`src/rtl/fcap_pkg.sv`:
```
package fcap_pkg;
   localparam int ADDR_W = 4;
   localparam logic [ADDR_W-1:0] A_CNT_LO   = 4'd0;
   localparam logic [ADDR_W-1:0] A_CNT_HI   = 4'd1;
   localparam logic [ADDR_W-1:0] A_CFG      = 4'd2;
   localparam logic [ADDR_W-1:0] A_FLAGS    = 4'd3;
   localparam logic [ADDR_W-1:0] A_CAP_BASE = 4'd4;
endpackage

```
`src/rtl/fcap_tick_div.sv`:
```
module fcap_tick_div #(
   parameter int DIV_W = 2
) (
   input  logic             clk,
   input  logic             rst_n,
   input  logic             tick_en,
   input  logic [DIV_W-1:0] div_sel,
   input  logic             restart,
   output logic             inc
);
   localparam int PH_W = DIV_W + 1;

   logic [PH_W-1:0] phase;
   logic [PH_W-1:0] limit;

   // divisor 2*(sel+1): terminal phase is 2*sel+1
   assign limit = {div_sel, 1'b1};
   assign inc   = tick_en && (phase >= limit);

   always_ff @(posedge clk) begin
      if (!rst_n) begin
         phase <= '0;
      end else if (restart) begin
         phase <= '0;
      end else if (tick_en) begin
         phase <= inc ? '0 : phase + 1'b1;
      end
   end

   assert_restart_gap_R2: assert property (@(posedge clk) disable iff (!rst_n)
      restart |=> !inc);
endmodule

```
`src/rtl/fcap_counter.sv`:
```
module fcap_counter #(
   parameter int BYTE_W = 8
) (
   input  logic                clk,
   input  logic                rst_n,
   input  logic                inc,
   input  logic                wr_lo,
   input  logic                wr_hi,
   input  logic                rd_lo,
   input  logic [BYTE_W-1:0]   wdata,
   output logic [2*BYTE_W-1:0] count,
   output logic [BYTE_W-1:0]   shadow
);
   localparam int CNT_W = 2 * BYTE_W;

   logic [BYTE_W-1:0] lo_buf;

   always_ff @(posedge clk) begin
      if (!rst_n) begin
         count  <= '0;
         lo_buf <= '0;
         shadow <= '0;
      end else begin
         if (wr_lo) lo_buf <= wdata;
         if (wr_hi)    count <= {wdata, lo_buf};
         else if (inc) count <= count + 1'b1;
         if (rd_lo) shadow <= count[CNT_W-1:BYTE_W];
      end
   end

   assert_step_R1: assert property (@(posedge clk) disable iff (!rst_n)
      (inc && !wr_hi) |=> count == $past(count) + 1'b1);
   assert_hold_R1: assert property (@(posedge clk) disable iff (!rst_n)
      (!inc && !wr_hi) |=> $stable(count));
   assert_load_R4: assert property (@(posedge clk) disable iff (!rst_n)
      wr_hi |=> count == {$past(wdata), $past(lo_buf)});
   assert_shadow_R3: assert property (@(posedge clk) disable iff (!rst_n)
      rd_lo |=> shadow == $past(count[CNT_W-1:BYTE_W]));
endmodule

```
`src/rtl/fcap_capture_chan.sv`:
```
module fcap_capture_chan #(
   parameter int BYTE_W = 8,
   parameter int PS_W   = 3,
   parameter int SYNC_N = 2
) (
   input  logic                clk,
   input  logic                rst_n,
   input  logic                pin,
   input  logic [2*BYTE_W-1:0] count,
   input  logic [PS_W-1:0]     ps,
   input  logic                clr_rise,
   input  logic                clr_fall,
   output logic [BYTE_W-1:0]   rise_q,
   output logic [BYTE_W-1:0]   fall_q,
   output logic                flag_rise,
   output logic                flag_fall
);
   localparam int CNT_W     = 2 * BYTE_W;
   localparam int MAX_SHIFT = CNT_W - BYTE_W;

   logic [SYNC_N-1:0] chain;
   logic              prev;
   logic              rise_ev, fall_ev;
   logic [BYTE_W-1:0] window;

   always_ff @(posedge clk) begin
      if (!rst_n) begin
         chain <= '0;
         prev  <= 1'b0;
      end else begin
         chain <= {chain[SYNC_N-2:0], pin};
         prev  <= chain[SYNC_N-1];
      end
   end

   assign rise_ev = chain[SYNC_N-1] & ~prev;
   assign fall_ev = ~chain[SYNC_N-1] & prev;

   always_comb begin
      logic [CNT_W-1:0] shifted;
      if (int'(ps) > MAX_SHIFT) shifted = count >> MAX_SHIFT;
      else                      shifted = count >> ps;
      window = shifted[BYTE_W-1:0];
   end

   always_ff @(posedge clk) begin
      if (!rst_n) begin
         rise_q    <= '0;
         fall_q    <= '0;
         flag_rise <= 1'b0;
         flag_fall <= 1'b0;
      end else begin
         if (rise_ev) rise_q <= window;
         if (fall_ev) fall_q <= window;
         flag_rise <= rise_ev | (flag_rise & ~clr_rise);
         flag_fall <= fall_ev | (flag_fall & ~clr_fall);
      end
   end

   assert_edge_excl_R6: assert property (@(posedge clk) disable iff (!rst_n)
      !(rise_ev && fall_ev));
   assert_rise_keep_R6: assert property (@(posedge clk) disable iff (!rst_n)
      !rise_ev |=> $stable(rise_q));
   assert_fall_keep_R6: assert property (@(posedge clk) disable iff (!rst_n)
      !fall_ev |=> $stable(fall_q));
   assert_flag_set_R7: assert property (@(posedge clk) disable iff (!rst_n)
      rise_ev |=> flag_rise);
   assert_flag_sticky_R7: assert property (@(posedge clk) disable iff (!rst_n)
      (flag_fall && !clr_fall) |=> flag_fall);
   assert_quiet_R9: assert property (@(posedge clk) disable iff (!rst_n)
      (!flag_rise && !rise_ev) |=> !flag_rise);
endmodule

```
`src/rtl/fcap_timer.sv`:
```
module fcap_timer #(
   parameter int BYTE_W = 8,
   parameter int NUM_IN = 2,
   parameter int PS_W   = 3,
   parameter int DIV_W  = 2,
   parameter int SYNC_N = 2
) (
   input  logic                          clk,
   input  logic                          rst_n,
   input  logic                          bus_wr,
   input  logic                          bus_rd,
   input  logic [fcap_pkg::ADDR_W-1:0]   bus_addr,
   input  logic [BYTE_W-1:0]             bus_wdata,
   output logic [BYTE_W-1:0]             bus_rdata,
   input  logic [NUM_IN-1:0]             cap_pin,
   input  logic                          tick_en,
   output logic [2*NUM_IN-1:0]           cap_irq
);
   import fcap_pkg::*;

   localparam int CNT_W  = 2 * BYTE_W;
   localparam int FLAG_N = 2 * NUM_IN;
   localparam int CFG_W  = PS_W + DIV_W;

   if (BYTE_W < 4)                    begin : g_chk_byte $error("BYTE_W too small"); end
   if (FLAG_N > BYTE_W)               begin : g_chk_flag $error("too many inputs for flag byte"); end
   if (CFG_W > BYTE_W)                begin : g_chk_cfg  $error("config fields exceed a byte"); end
   if (4 + FLAG_N > (1 << ADDR_W))    begin : g_chk_addr $error("captures exceed address space"); end
   if (SYNC_N < 2)                    begin : g_chk_sync $error("synchronizer needs two stages"); end

   logic              wr_lo, wr_hi, wr_cfg, wr_flags, rd_lo;
   logic [PS_W-1:0]   cfg_ps;
   logic [DIV_W-1:0]  cfg_div;
   logic              inc;
   logic [CNT_W-1:0]  count;
   logic [BYTE_W-1:0] shadow;
   logic [BYTE_W-1:0] rise_q [NUM_IN];
   logic [BYTE_W-1:0] fall_q [NUM_IN];
   logic [FLAG_N-1:0] flags;
   logic [BYTE_W-1:0] rd_mux;
   logic [ADDR_W-1:0] cap_off;

   assign wr_lo    = bus_wr && (bus_addr == A_CNT_LO);
   assign wr_hi    = bus_wr && (bus_addr == A_CNT_HI);
   assign wr_cfg   = bus_wr && (bus_addr == A_CFG);
   assign wr_flags = bus_wr && (bus_addr == A_FLAGS);
   assign rd_lo    = bus_rd && (bus_addr == A_CNT_LO);

   always_ff @(posedge clk) begin
      if (!rst_n) begin
         cfg_ps  <= '0;
         cfg_div <= '0;
      end else if (wr_cfg) begin
         cfg_ps  <= bus_wdata[PS_W-1:0];
         cfg_div <= bus_wdata[CFG_W-1:PS_W];
      end
   end

   fcap_tick_div #(.DIV_W(DIV_W)) i_div (
      .clk(clk), .rst_n(rst_n), .tick_en(tick_en), .div_sel(cfg_div),
      .restart(wr_hi), .inc(inc));

   fcap_counter #(.BYTE_W(BYTE_W)) i_cnt (
      .clk(clk), .rst_n(rst_n), .inc(inc), .wr_lo(wr_lo), .wr_hi(wr_hi),
      .rd_lo(rd_lo), .wdata(bus_wdata), .count(count), .shadow(shadow));

   for (genvar k = 0; k < NUM_IN; k++) begin : g_chan
      fcap_capture_chan #(.BYTE_W(BYTE_W), .PS_W(PS_W), .SYNC_N(SYNC_N)) i_chan (
         .clk(clk), .rst_n(rst_n), .pin(cap_pin[k]), .count(count), .ps(cfg_ps),
         .clr_rise(wr_flags && bus_wdata[2*k]),
         .clr_fall(wr_flags && bus_wdata[2*k+1]),
         .rise_q(rise_q[k]), .fall_q(fall_q[k]),
         .flag_rise(flags[2*k]), .flag_fall(flags[2*k+1]));
   end

   assign cap_irq = flags;
   assign cap_off = bus_addr - A_CAP_BASE;

   always_comb begin
      rd_mux = '0;
      case (bus_addr)
         A_CNT_LO: rd_mux = count[BYTE_W-1:0];
         A_CNT_HI: rd_mux = shadow;
         A_CFG:    rd_mux = BYTE_W'({cfg_div, cfg_ps});
         A_FLAGS:  rd_mux = BYTE_W'(flags);
         default: begin
            for (int k = 0; k < NUM_IN; k++) begin
               if (cap_off == ADDR_W'(2*k))     rd_mux = rise_q[k];
               if (cap_off == ADDR_W'(2*k + 1)) rd_mux = fall_q[k];
            end
         end
      endcase
   end

   always_ff @(posedge clk) begin
      if (!rst_n)      bus_rdata <= '0;
      else if (bus_rd) bus_rdata <= rd_mux;
   end

   assert_rdata_keep_R3: assert property (@(posedge clk) disable iff (!rst_n)
      !bus_rd |=> $stable(bus_rdata));
   assert_cfg_keep_R5: assert property (@(posedge clk) disable iff (!rst_n)
      !wr_cfg |=> $stable(cfg_ps));
endmodule

```
`config.mk`:
```
export PLATFORM = sky130hd
export DESIGN_NAME = fcap_timer
export DESIGN_NICKNAME = d
export VERILOG_FILES = /design/src/rtl/fcap_pkg.sv /design/src/rtl/fcap_tick_div.sv /design/src/rtl/fcap_counter.sv /design/src/rtl/fcap_capture_chan.sv /design/src/rtl/fcap_timer.sv
export SDC_FILE = /design/constraint.sdc
export NUM_CORES = 1
export LEC_CHECK = 0
export BUFFER_PORTS_ARGS = -buffer_cell sky130_fd_sc_hd__clkbuf_2
export CAP_MARGIN = 10
export CORE_UTILIZATION = 60
export DETAILED_ROUTE_END_ITERATION = 8
export GPL_ROUTABILITY_DRIVEN = 0
export PLACE_DENSITY = 0.8
export SYNTH_ARGS = -nofsm -noshare
export SYNTH_HDL_FRONTEND = slang
export SYNTH_SLANG_ARGS = --single-unit
```
`constraint.sdc`:
```
create_clock -name clk -period 2.6 [get_ports clk]
set_input_delay 0.52 -clock clk [delete_from_list [all_inputs] [get_ports clk]]
set_output_delay 0.52 -clock clk [all_outputs]
set_load 0.005 [all_outputs]
```
Word level (Yosys, flattened, before mapping)
Index checks and enable logic that the tools add are counted.
{ "classes": {"shift": 1, "eq_ne": 6, "reduce_logical": 14, "add_sub_neg": 3, "muxes": 8, "magnitude_cmp": 1, "bitwise": 21} }
{ "ops": {"columns": ["cell", "n"], "rows": [
  ["16-bit two-way mux", 2],
  ["8-bit two-way mux", 4],
  ["8-bit one-hot mux with 4 select lines", 1],
  ["16-bit by 1-bit adder with 16-bit output (second input constant)", 1],
  ["4-bit by 2-bit == test with 1-bit output (second input constant)", 4],
  ["16-bit by 3-bit right shift with 8-bit output", 1],
  ["1-bit logical AND", 10],
  ["1-bit NOT", 9],
  ["1-bit AND", 8],
  ["4-bit by 1-bit == test with 1-bit output (second input constant)", 2],
  ["4-bit logical NOT", 2],
  ["1-bit bitwise OR", 4],
  ["4-bit by 3-bit subtractor with 4-bit output (second input constant)", 1],
  ["3-bit by 1-bit adder with 3-bit output (second input constant)", 1],
  ["3-bit greater-or-equal comparator", 1],
  ["3-bit two-way mux", 1],
  ["2-bit nonzero test", 1],
  ["2-bit OR reduction", 1]
]} }
{ "word_totals": {"reg_bits": 90, "in_bits": 19, "output_inout_bits": 12, "elab_cells": 73} }

Longest topological paths before layout
Gate-level depths: netlist of the first run.
{ "logic_depth": {"depth_word": 7, "ltp_mapped": 7} }

Hierarchy
Synthesis of the first run repeated with hierarchy kept, for this count alone.
{ "unflattened": {"hier_cells": 552, "hier_area_um2": 5004.8} }
{ "modules_own_cells": {"columns": ["module", "cells_each", "seq_area_each_um2", "area_per_inst_um2", "n_inst"], "rows": [
  ["fcap_capture_chan", 118, 420.4, 1064.8, 2],
  ["fcap_counter", 167, 640.6, 1594.0, 1],
  ["fcap_timer", 126, 260.2, 1062.3, 1],
  ["fcap_tick_div", 23, 60.1, 219.0, 1]
]} }

Least setup slack after synthesis of the first run
No wires, ideal clock.
{ "synth_timing": {"kind": "register -> register", "start": "register cfg_div[0]", "end": "register i_cnt.count[11]", "slack_ns": 0.656, "setup_time_ns": 0.074, "period_less_slack_ns": 1.944, "path_buffers": 1, "arrival_time_ns": 1.869, "stages_incl_launch_ff": 8, "path_cell_list": "dfxtp_1 inv_1 ha_1 a211oi_1 or3_1 buf_2 or4_1 a31oi_1"} }
{ "synth_via": {"elab_chain_cells": 3} }
{ "synth_rtl": {"columns": ["item", "line", "rtl"], "rows": [
  ["start: declaration", "fcap_timer.sv:33", "logic [DIV_W-1:0] cfg_div;"],
  ["start signal: assignment", "fcap_timer.sv:55", "cfg_div <= bus_wdata[CFG_W-1:PS_W];"],
  ["3-bit greater-or-equal comparator", "fcap_tick_div.sv:18", "assign inc = tick_en && (phase >= limit);"],
  ["1-bit logical AND", "fcap_tick_div.sv:18", null],
  ["2-bit nonzero test (no source line)", null, null],
  ["end signal: assignment", "fcap_counter.sv:25", "if (wr_hi) count <= {wdata, lo_buf};"],
  ["end signal: assignment", "fcap_counter.sv:26", "else if (inc) count <= count + 1'b1;"],
  ["end: declaration", "fcap_counter.sv:11", "output logic [2*BYTE_W-1:0] count,"]
]} }
No other way between the ends.
A chain may end at the register's enable or synchronous reset.

Final worst setup path of the first run
Same ends and word-level chain as after synthesis.

==> results of run 1 <==
==> power by group <==
group	leakage (nW)	switching [mW]	internal [mW]
Clock	0.0815	0.514	0.343
Sequential	0.731	0.0422	1.42
Combinational	0.977	0.149	0.105
Total	1.79	0.706	1.87
==> routing by layer <==
metal / vias up / GRT usage (%) / share of wire [%]
met3: 27 / 6.41 / 9.6
met1: 1875 / 44.2 / 44
met2: 207 / 48.3 / 45
met5: - / 0 / 0
met4: 0 / 9.39 / 1.8
li1: 1791 / - / -
==> worst paths after layout <==
path / start / end / slack (ps)
min: cap_pin[1] / g_chan[1].i_chan.chain[0] / 350
max reg2reg: cfg_div[0] / i_cnt.count[11] / 410
min reg2reg: g_chan[0].i_chan.chain[0] / g_chan[0].i_chan.chain[1] / 440
max: cfg_div[0] / i_cnt.count[11] / 410
==> layout by cell type, fill, tap and decap left out, types with 3 or more instances in the layout <==
cell type,synthesis,routed
mux2_2,11,11
a21oi_1,28,28
nand3_1,19,19
o31ai_1,7,7
ha_1,4,4
or4_1,7,7
o21ai_0,56,56
mux2i_1,13,13
buf_4,5,8
o22ai_1,4,4
dfxtp_1,90,90
a21boi_0,4,4
a22oi_1,3,3
nand3b_1,11,11
nand2_1,32,32
inv_1,6,6
nor2_1,74,74
and2_1,6,6
o2bb2ai_1,5,5
o21a_1,5,5
a31oi_1,9,9
clkbuf_8,1,9
mux4_2,19,19
xnor2_1,6,6
nor3_1,4,4
clkbuf_2,0,30
nor2b_1,4,4
nand2b_1,5,5
==> through the flow <==
step	hold slack [ps]	cell area, um^2	std cells	setup WS (ps)	util, %
final	352	4720	605	414	67.6
after global routing	352	4720	605	300	67.6
after CTS	353	4720	605	441	67.6
after detailed placement	424	4550	590	454	65.2
after global placement	417	4550	590	522	65.2
after floorplan	412	4440	497	656	-
==> layout make-up <==
type                    count  area, um^2
inverters                   6        22.5
clock inverters             6        42.5
repair buffers             38         210
multi-input cells         360        2400
fillers                   605        2260
clock buffers               9         124
well taps                  96         120
flip-flops and latches     90        1800
==> cells by family after synthesis <==
family | count (synthesis) | synth area share [%]
AOI/OAI and AO/OA | 127 | 16.6
and+or+nand+nor | 178 | 19.4
DFF | 90 | 40.6
xor gates and xnor gates | 8 | 1.58
muxes | 43 | 15.4
adders and majority gates | 4 | 1.13
buffers and inverters | 47 | 5.36
==> state kept, by name, indices dropped and copies added, names as in the netlist <==
register	cells
bus_rdata	8
cfg_div	2
cfg_ps	3
g_chan.i_chan.chain	4
g_chan.i_chan.fall_q	16
g_chan.i_chan.flag_fall	2
g_chan.i_chan.flag_rise	2
g_chan.i_chan.prev	2
g_chan.i_chan.rise_q	16
i_cnt.count	16
i_cnt.lo_buf	8
i_cnt.shadow	8
i_div.phase	3
==> run_results.csv, run 1 <==
group,metric,value,unit
drt,ant_nets,0,
drt,avgViaCountPerCell,6.45,
cts,cts_resized,0,
synth,ys_seq_elements,90,
drt,vias,3900,
grt,gr-total-overflow,0,
cts,cts.clk_slew.worst_paths,90,ps
cts,postCtsSetupBuffers,0,
drt,drt_wl_total,11300,um
grt,grt_usage,31.2,%
final_layout,area_growth,6.34,%
worst_setup_path,rr_worst_depth,6,
die,start_util,63.6,%
synth,synth-edff-count,0,
worst_setup_path,critPathCaptureType,"flop",
power_and_ir_drop,power,2.58,mW
synth,syn-num-nets,520,
synth,syn-cell-area,4440,um^2
synth,synth_area_leaders,"dfxtp_1 41%, mux4_2 9.6%, o21ai_0 6.3%",
power_and_ir_drop,vdd_drop_max,0.000282,V
timing,skew,8.09,ps
min_path,hold_class,"in2reg",
worst_setup_path,cp_num_buf_inv,1,
timing,setup_tns,0,ps
die,dieArea,7740,um^2
worst_setup_path,path_depth,6,
worst_setup_path,arrival,2480,ps
timing,layout_min_cycle_time,2190,ps
final_layout,drive_above_1_share,17.5,%
drt,drt-initial-drc-count,478,
die,die_h,88.0,um
min_path,whs_path_depth,2,
worst_setup_path,critPathLaunchType,"flop",
timing,relSlewSlack,46.8,%
timing,rsz0062_at_grt,"false",
cts,insertion_delay,370,ps
worst_setup_path,cpMaxStageDelayCell,"or3_1",
grt,grt_pass1_wl,18400,um
power_and_ir_drop,cellPowerDensity,546,nW/um^2
placed_design,hpwl,7840,um
worst_setup_path,cpLargestDelayFamily,"simple AND/OR/NAND/NOR gates",
timing,setup_viol,0,
die,fp.dieW,88.0,um
worst_setup_path,critPathMaxFanout,10,
placed_design,portBuffers,30,
synth,yosys_warnings,0,
timing,slew_violations,0,
die,rows,30,
cts,cts_made_buffers,9,
drt,drc,0,
timing,tightest_slew,797,ps
synth,synthTopCellsByCount,"90 x dfxtp_1, 74 x nor2_1, 56 x o21ai_0, 32 x nand2_1, 28 x a21oi_1",
die,coreArea,6980,um^2
drt,first_pass_iters,5,
synth,synth_most_common_cell,"dfxtp_1",
synth,seq_area_frac_synth,40.6,%
worst_setup_path,required,2890,ps
final_layout,final_nets,528,
synth,synthDistinctLibCells,49,
synth,yosysTopAreaCell,"dfxtp_1",
cts,tritoncts,"built",
worst_setup_path,path_cells,"inv_1 > ha_1 > a211oi_1 > or3_1 > or4_1 > a31oi_1",
die,ios,31,
drt,avgRoutedWirePerCell,18.6,um
final_layout,n_antenna_cell,0,
grt,antenna_found_initial,0,
worst_setup_path,max_stage_delay,570,ps
run,max_cap_viol_count,0,
cts,holdBufCountCts,0,
grt,grt_pass1_vias,3681,
outcome,status,"finished clean",
worst_setup_path,critPathKind,"reg2reg",
synth,synth.avg_cell_area,8.93,um^2
cts,clock_path_buffers,2,
synth,syn_inst,497,
synth,ys_async_sr_fraction,0,%
timing,hold_viol_final,0,
timing,fmax,0.457,GHz
cts,root_buffer,"clkbuf_8",
synth,yosysTopAreaCellShare,40.6,%
cts,cts.sinks,90,
cts,ctsHtreeMaxLevel,3,
power_and_ir_drop,power.leakage,1.79,nW
timing,min_period_over_period,84.1,%
synth,synth_flop_cell,"dfxtp_1",
grt,grt_max_degree,39,
No activity file was read; power rests on OpenSTA's default activity.
==> inputs of run 2 (changes only) <==
--- a/config.mk
+++ b/config.mk
@@ -7,10 +7,10 @@
 export LEC_CHECK = 0
 export BUFFER_PORTS_ARGS = -buffer_cell sky130_fd_sc_hd__clkbuf_2
 export CAP_MARGIN = 10
-export CORE_UTILIZATION = 60
+export CORE_UTILIZATION = 54
 export DETAILED_ROUTE_END_ITERATION = 8
 export GPL_ROUTABILITY_DRIVEN = 0
-export PLACE_DENSITY = 0.8
+export PLACE_DENSITY = 0.76
 export SYNTH_ARGS = -nofsm -noshare
 export SYNTH_HDL_FRONTEND = slang
 export SYNTH_SLANG_ARGS = --single-unit
==> constraint.sdc (replaced) <==
create_clock -name clk -period 2 [get_ports clk]
set_input_delay 0.4 -clock clk [delete_from_list [all_inputs] [get_ports clk]]
set_output_delay 0.4 -clock clk [all_outputs]
set_load 0.005 [all_outputs]
==> run 2 against run 1 <==
  * Largest cell class unchanged
  * Count of clock-buffer cells in the layout rose by 2
  * Worst setup slack got worse by 340 ps
  * Largest power group unchanged
  * First-iteration DRC count fell by 9.2%
  * Critical path type unchanged
  * Highest routed layer unchanged
  * Via count rose by 0.77%
  * Worst hold slack got worse by 110 ps
==> run_results.csv, run 2 (synthesis results as in run 1) <==
group,metric,value,unit
worst_setup_path,required,2240,ps
drt,avgViaCountPerCell,6.28,
grt,grt_pass1_wl,18000,um
final_layout,final_cell_mix,"90 x dfxtp_1, 74 x nor2_1, 56 x o21ai_0, 32 x nand2_1, 30 x clkbuf_2",
worst_setup_path,critPathLaunchType,"flop",
timing,min_period_over_period,96.3,%
grt,gr-total-overflow,0,
drt,first_pass_iters,6,
power_and_ir_drop,vdd_drop_max,0.000568,V
final_layout,multiInputGateArea,2400,um^2
worst_setup_path,arrival,2170,ps
timing,timing.hold.ws,241,ps
placed_design,place_inst,609,
cts,ctsHtreeMaxLevel,3,
drt,drt_wl_total,11400,um
timing,setup_tns,0,ps
power_and_ir_drop,switching_power,0.905,mW
min_path,whs_path_depth,2,
power_and_ir_drop,power.leakage,1.90,nW
worst_setup_path,cpMaxStageDelayCell,"or3_4",
outcome,status,"finished clean",
cts,cts.sinks,90,
final_layout,final_nets,542,
cts,holdBufCountCts,0,
timing,skew,14.6,ps
worst_setup_path,rrSetupSlack,70,ps
final_layout,area_growth,11.1,%
power_and_ir_drop,p_int,2.78,mW
timing,setup_ws,73.2,ps
grt,grt_pass1_vias,3560,
drt,avgRoutedWirePerCell,18.1,um
worst_setup_path,critPathMaxFanout,9,
final_layout,fillerInstances,691,
cts,root_buffer,"clkbuf_8",
worst_setup_path,critPathCaptureType,"flop",
worst_setup_path,max_stage_delay,390,ps
timing,tightest_slew,802,ps
final_layout,top_regs,"g_chan.i_chan.fall_q x16, g_chan.i_chan.rise_q x16, i_cnt.count x16",
timing,relSlewSlack,46.4,%
final_layout,seqCellArea,1800,um^2
final_layout,final_common_cell,"dfxtp_1",
worst_setup_path,path_cells,"inv_1 > ha_1 > a211oi_1 > or3_4 > buf_4 > o31ai_1 > a31oi_1",
timing,slew_violations,0,
min_path,hold_end,"g_chan[0].i_chan.chain[0]",
worst_setup_path,r2r-end,"i_cnt.count[15]",
power_and_ir_drop,pwr-share-clk,38.7,%
min_path,hold_class,"in2reg",
cts,clock_path_buffers,2,
die,coreArea,7850,um^2
die,die_h,92.7,um
grt,grt_max_degree,45,
timing,rsz0062_at_grt,"false",
drt,ant_nets,0,
die,dieArea,8580,um^2
grt,antenna_found_initial,0,
timing,layout_min_cycle_time,1930,ps
cts,cts.clk_slew.worst_paths,100,ps
drt,vias,3930,
placed_design,portBuffers,30,
power_and_ir_drop,comb_power_share,9.8,%
final_layout,drive_above_1_share,20.0,%
placed_design,hpwl,7920,um
die,start_util,56.6,%
cts,tritoncts,"built",
timing,setup_viol,0,
grt,grt_usage,27.2,%
worst_setup_path,critPathKind,"reg2reg",
worst_setup_path,cp_num_buf_inv,2,
drt,drc,0,
drt,drt-initial-drc-count,434,
placed_design,dp_slack,-29.0,ps
cts,insertion_delay,360,ps
timing,hold_viol_final,0,
worst_setup_path,r2r-start,"cfg_div[0]",
die,rows,32,
worst_setup_path,rr_worst_depth,7,
run,max_cap_viol_count,0,
power_and_ir_drop,switching_share,24.6,%
cts,cts_made_buffers,9,
power_and_ir_drop,cellPowerDensity,747,nW/um^2
timing,fmax,0.519,GHz
worst_setup_path,cpLargestDelayFamily,"compound AO/OA/AOI/OAI gates",
die,ios,31,
min_path,hold_start,"cap_pin[0]",
power_and_ir_drop,power,3.68,mW
die,fp.dieW,92.7,um
final_layout,n_antenna_cell,0,
final_layout,finalNonFillerCells,626,
power_and_ir_drop,seq_power_share,51.5,%
-- run 2: changes by cell type in the layout (fill, tap and decap cells not counted) --
cell / delta
buf_4: +12
buf_12: +2
bufinv_16: +2
clkbuf_8: +2
clkinv_2: -2
clkinvlp_4: -1
or3_1: -1
or3_4: +1
-- run 2: power groups by stage --
stage	Sequential [mW]	Clock, mW	Combinational [mW]
after floorplan	1.92	0	0.240
after global placement	1.93	0	0.342
after detailed placement	1.94	0	0.351
after CTS	1.89	1.43	0.355
after global routing	1.90	1.51	0.392
final	1.90	1.43	0.363
-- run 2: worst reg2reg max path, stage by stage (launching register included) --
cell and delay (ps):
dfxtp_1 340, inv_1 50, ha_1 290, a211oi_1 100, or3_4 390, buf_4 160, o31ai_1 340, a31oi_1 140
-- run 2: routing by layer --
metal,up-vias,global-route usage (%),part of all wire (%)
li1,1823,-,-
met1,1871,38.8,43
met2,210,41.4,45
met3,26,4.11,9.5
met4,0,10.6,2.3
met5,-,0,0
-- run 2: through the flow --
stage          util (%)  instance area (um^2)
3_5_place_dp       59.7                  4680
2_1_floorplan         -                  4440
5_1_grt            62.9                  4930
6_report           62.9                  4930
3_3_place_gp       59.7                  4680
4_1_cts            62.8                  4920
-- run 2: final cells by class --
type	count	share of cell area (%)
clock buffers	11	3.07
clock inverters	5	1.73
inverters	6	0.457
multi-input cells	360	48.7
flip-flops and latches	90	36.5
well taps	102	2.59
repair buffers	52	6.90
-- run 2: worst max-delay path by stage --
stage               startpoint         endpoint  slack (ps)  cells past startpoint
floorplan           cfg_div[0]  i_cnt.count[11]          60                      7
global placement    cfg_div[0]  i_cnt.count[15]          60                      6
detailed placement  cfg_div[0]  i_cnt.count[11]         -30                      6
CTS                 cfg_div[0]  i_cnt.count[15]          20                      6
global route        cfg_div[1]  i_cnt.count[11]           2                      6
finish              cfg_div[0]  i_cnt.count[15]          70                      7
-- run 2: what timing repair did --
action                     4_1_cts  5_1_grt
pin swaps                        0        2
buffers inserted                 0        1
setup endpoints to repair        3        3
gates resized for setup          1        0
==> inputs of run 3 (changes only) <==
--- a/config.mk
+++ b/config.mk
@@ -7,10 +7,12 @@
 export LEC_CHECK = 0
 export BUFFER_PORTS_ARGS = -buffer_cell sky130_fd_sc_hd__clkbuf_2
 export CAP_MARGIN = 10
-export CORE_UTILIZATION = 54
+export CELL_PAD_IN_SITES_DETAIL_PLACEMENT = 0
+export CELL_PAD_IN_SITES_GLOBAL_PLACEMENT = 2
+export CORE_UTILIZATION = 34
 export DETAILED_ROUTE_END_ITERATION = 8
 export GPL_ROUTABILITY_DRIVEN = 0
-export PLACE_DENSITY = 0.76
+export PLACE_DENSITY = 0.77
 export SYNTH_ARGS = -nofsm -noshare
 export SYNTH_HDL_FRONTEND = slang
 export SYNTH_SLANG_ARGS = --single-unit
==> run 3 against run 2 <==
  * Sequential power hardly changed
  * Sequential share of layout area is 1.5 points lower
  * Core utilization is 22 points lower
  * Critical path type unchanged
  * Largest power group unchanged
==> run_results.csv, run 3 (synthesis results as in run 1) <==
group,metric,value,unit
drt,first_pass_iters,4,
drt,drt_wl_total,11800,um
timing,setup_viol,0,
grt,grt_pass1_vias,3387,
timing,hold_viol_final,0,
drt,drc,0,
final_layout,finalNonFillerCells,699,
worst_setup_path,critPathKind,"reg2reg",
drt,ant_nets,0,
timing,layout_min_cycle_time,1900,ps
grt,grt_usage,18.9,%
die,dieArea,13500,um^2
die,die_h,116,um
die,start_util,35.0,%
drt,avgRoutedWirePerCell,16.8,um
power_and_ir_drop,cellPowerDensity,794,nW/um^2
final_layout,n_antenna_cell,0,
grt,gr-total-overflow,0,
worst_setup_path,max_stage_delay,480,ps
timing,setup_ws,95.9,ps
final_layout,final_common_cell,"dfxtp_1",
final_layout,design_area,5150,um^2
worst_setup_path,r2r-end,"i_cnt.count[15]",
min_path,whs_path_depth,2,
final_layout,final_nets,546,
run,max_cap_viol_count,0,
placed_design,dpl_cell_area,4820,um^2
worst_setup_path,rr_worst_depth,6,
grt,use_met3,4.00,%
timing,fmax,0.525,GHz
cts,clock_path_buffers,2,
timing,tightest_slew,779,ps
final_layout,area_growth,16.0,%
cts,root_buffer,"clkbuf_16",
drt,vias,3725,
cts,insertion_delay,350,ps
worst_setup_path,cpMaxStageDelayCell,"or4_1",
worst_setup_path,critPathLaunchType,"flop",
cts,cts.sinks,90,
timing,min_period_over_period,95.2,%
worst_setup_path,path_cells,"inv_1 > ha_1 > o21ai_2 > or3_4 > or4_1 > a31oi_1",
cts,ctsHtreeMaxLevel,3,
drt,avgViaCountPerCell,5.33,
worst_setup_path,arrival,2170,ps
grt,grt_pass1_wl,18900,um
grt,gr-usage-met1,27.1,%
final_layout,fin_util,40.6,%
die,coreArea,12700,um^2
timing,skew,6.57,ps
power_and_ir_drop,vdd_drop_max,0.000340,V
worst_setup_path,cp_num_buf_inv,1,
min_path,hold_class,"in2reg",
timing,rsz0062_at_grt,"false",
die,fp.dieW,116,um
grt,grt_max_degree,53,
cts,cts_made_buffers,9,
grt,met2_usage,27.9,%
timing,setup_tns,0,ps
drt,drt-initial-drc-count,311,
placed_design,portBuffers,30,
placed_design,place_inst,684,
die,ios,31,
worst_setup_path,required,2270,ps
final_layout,final_cell_mix,"90 x dfxtp_1, 74 x nor2_1, 56 x o21ai_0, 32 x nand2_1, 30 x clkbuf_2",
worst_setup_path,critPathCaptureType,"flop",
timing,slew_violations,0,
final_layout,drive_above_1_share,20.1,%
outcome,status,"finished clean",
grt,antenna_found_initial,0,
min_path,hold_end,"g_chan[1].i_chan.chain[0]",
cts,tritoncts,"built",
final_layout,top_regs,"g_chan.i_chan.fall_q x16, g_chan.i_chan.rise_q x16, i_cnt.count x16",
placed_design,hpwl,8590,um
worst_setup_path,critPathMaxFanout,10,
cts,cts.clk_slew.worst_paths,60,ps
worst_setup_path,rrSetupSlack,100,ps
min_path,hold_start,"cap_pin[1]",
grt,top_usage_layer,"met2",
power_and_ir_drop,power.leakage,1.97,nW
worst_setup_path,r2r-start,"cfg_div[1]",
placed_design,dp_slack,-22.6,ps
worst_setup_path,cpLargestDelayFamily,"simple AND/OR/NAND/NOR gates",
timing,relSlewSlack,48.0,%
die,rows,41,
==> run 3: worst max-delay path by stage <==
| stage | start | endpoint | slack [ps] | depth (start not counted) |
|---|---|---|---|---|
| after global placement | cfg_div[0] | i_cnt.count[15] | 20 | 6 |
| after global routing | cfg_div[1] | i_cnt.count[15] | 4 | 6 |
| after CTS | cfg_div[0] | i_cnt.count[15] | 60 | 6 |
| after floorplan | cfg_div[0] | i_cnt.count[11] | 60 | 7 |
| after detailed placement | cfg_div[0] | i_cnt.count[15] | -20 | 6 |
| final | cfg_div[1] | i_cnt.count[15] | 100 | 6 |
==> run 3: area by class of cell <==
| type | instances | area (um^2) |
|---|---|---|
| clock inverter | 2 | 60.1 |
| sequential | 90 | 1800 |
| inverter | 6 | 22.5 |
| timing repair buffer | 56 | 383 |
| tap | 172 | 215 |
| multi-input combinational | 360 | 2400 |
| fill | 1278 | 7520 |
| clock buffer | 13 | 260 |
==> run 3: per-layer routing <==
metal	wire (um)	part of all wire [%]
met5	0	0
met3	476	4.0
met1	5890	50
met2	5210	44
met4	189	1.6
==> run 3: what timing repair did <==
action	4_1_cts	5_1_grt
endpoints found under the setup margin	3	1
pin swaps	0	1
resized for setup	1	0
hold buffers	0	0
buffers inserted	0	0
==> run 3: power breakdown <==
group          switching [mW]  internal, mW  leakage, nW
sequential             0.0472          1.85        0.731
clock                   0.670          1.16        0.156
combinational           0.203         0.158         1.08
==> run 3: metrics by stage <==
| stage | hold WS (ps) | power, mW |
|---|---|---|
| 2_1_floorplan | 412 | 2.16 |
| 3_3_place_gp | 423 | 2.29 |
| 3_5_place_dp | 424 | 2.30 |
| 4_1_cts | 248 | 4.15 |
| 5_1_grt | 265 | 4.26 |
| 6_report | 258 | 4.09 |
==> run 3: worst register-to-register path: stages, from the launching register on <==
cell	delay, ps
dfxtp_1	320
inv_1	50
ha_1	300
o21ai_2	70
or3_4	430
or4_1	480
a31oi_1	180
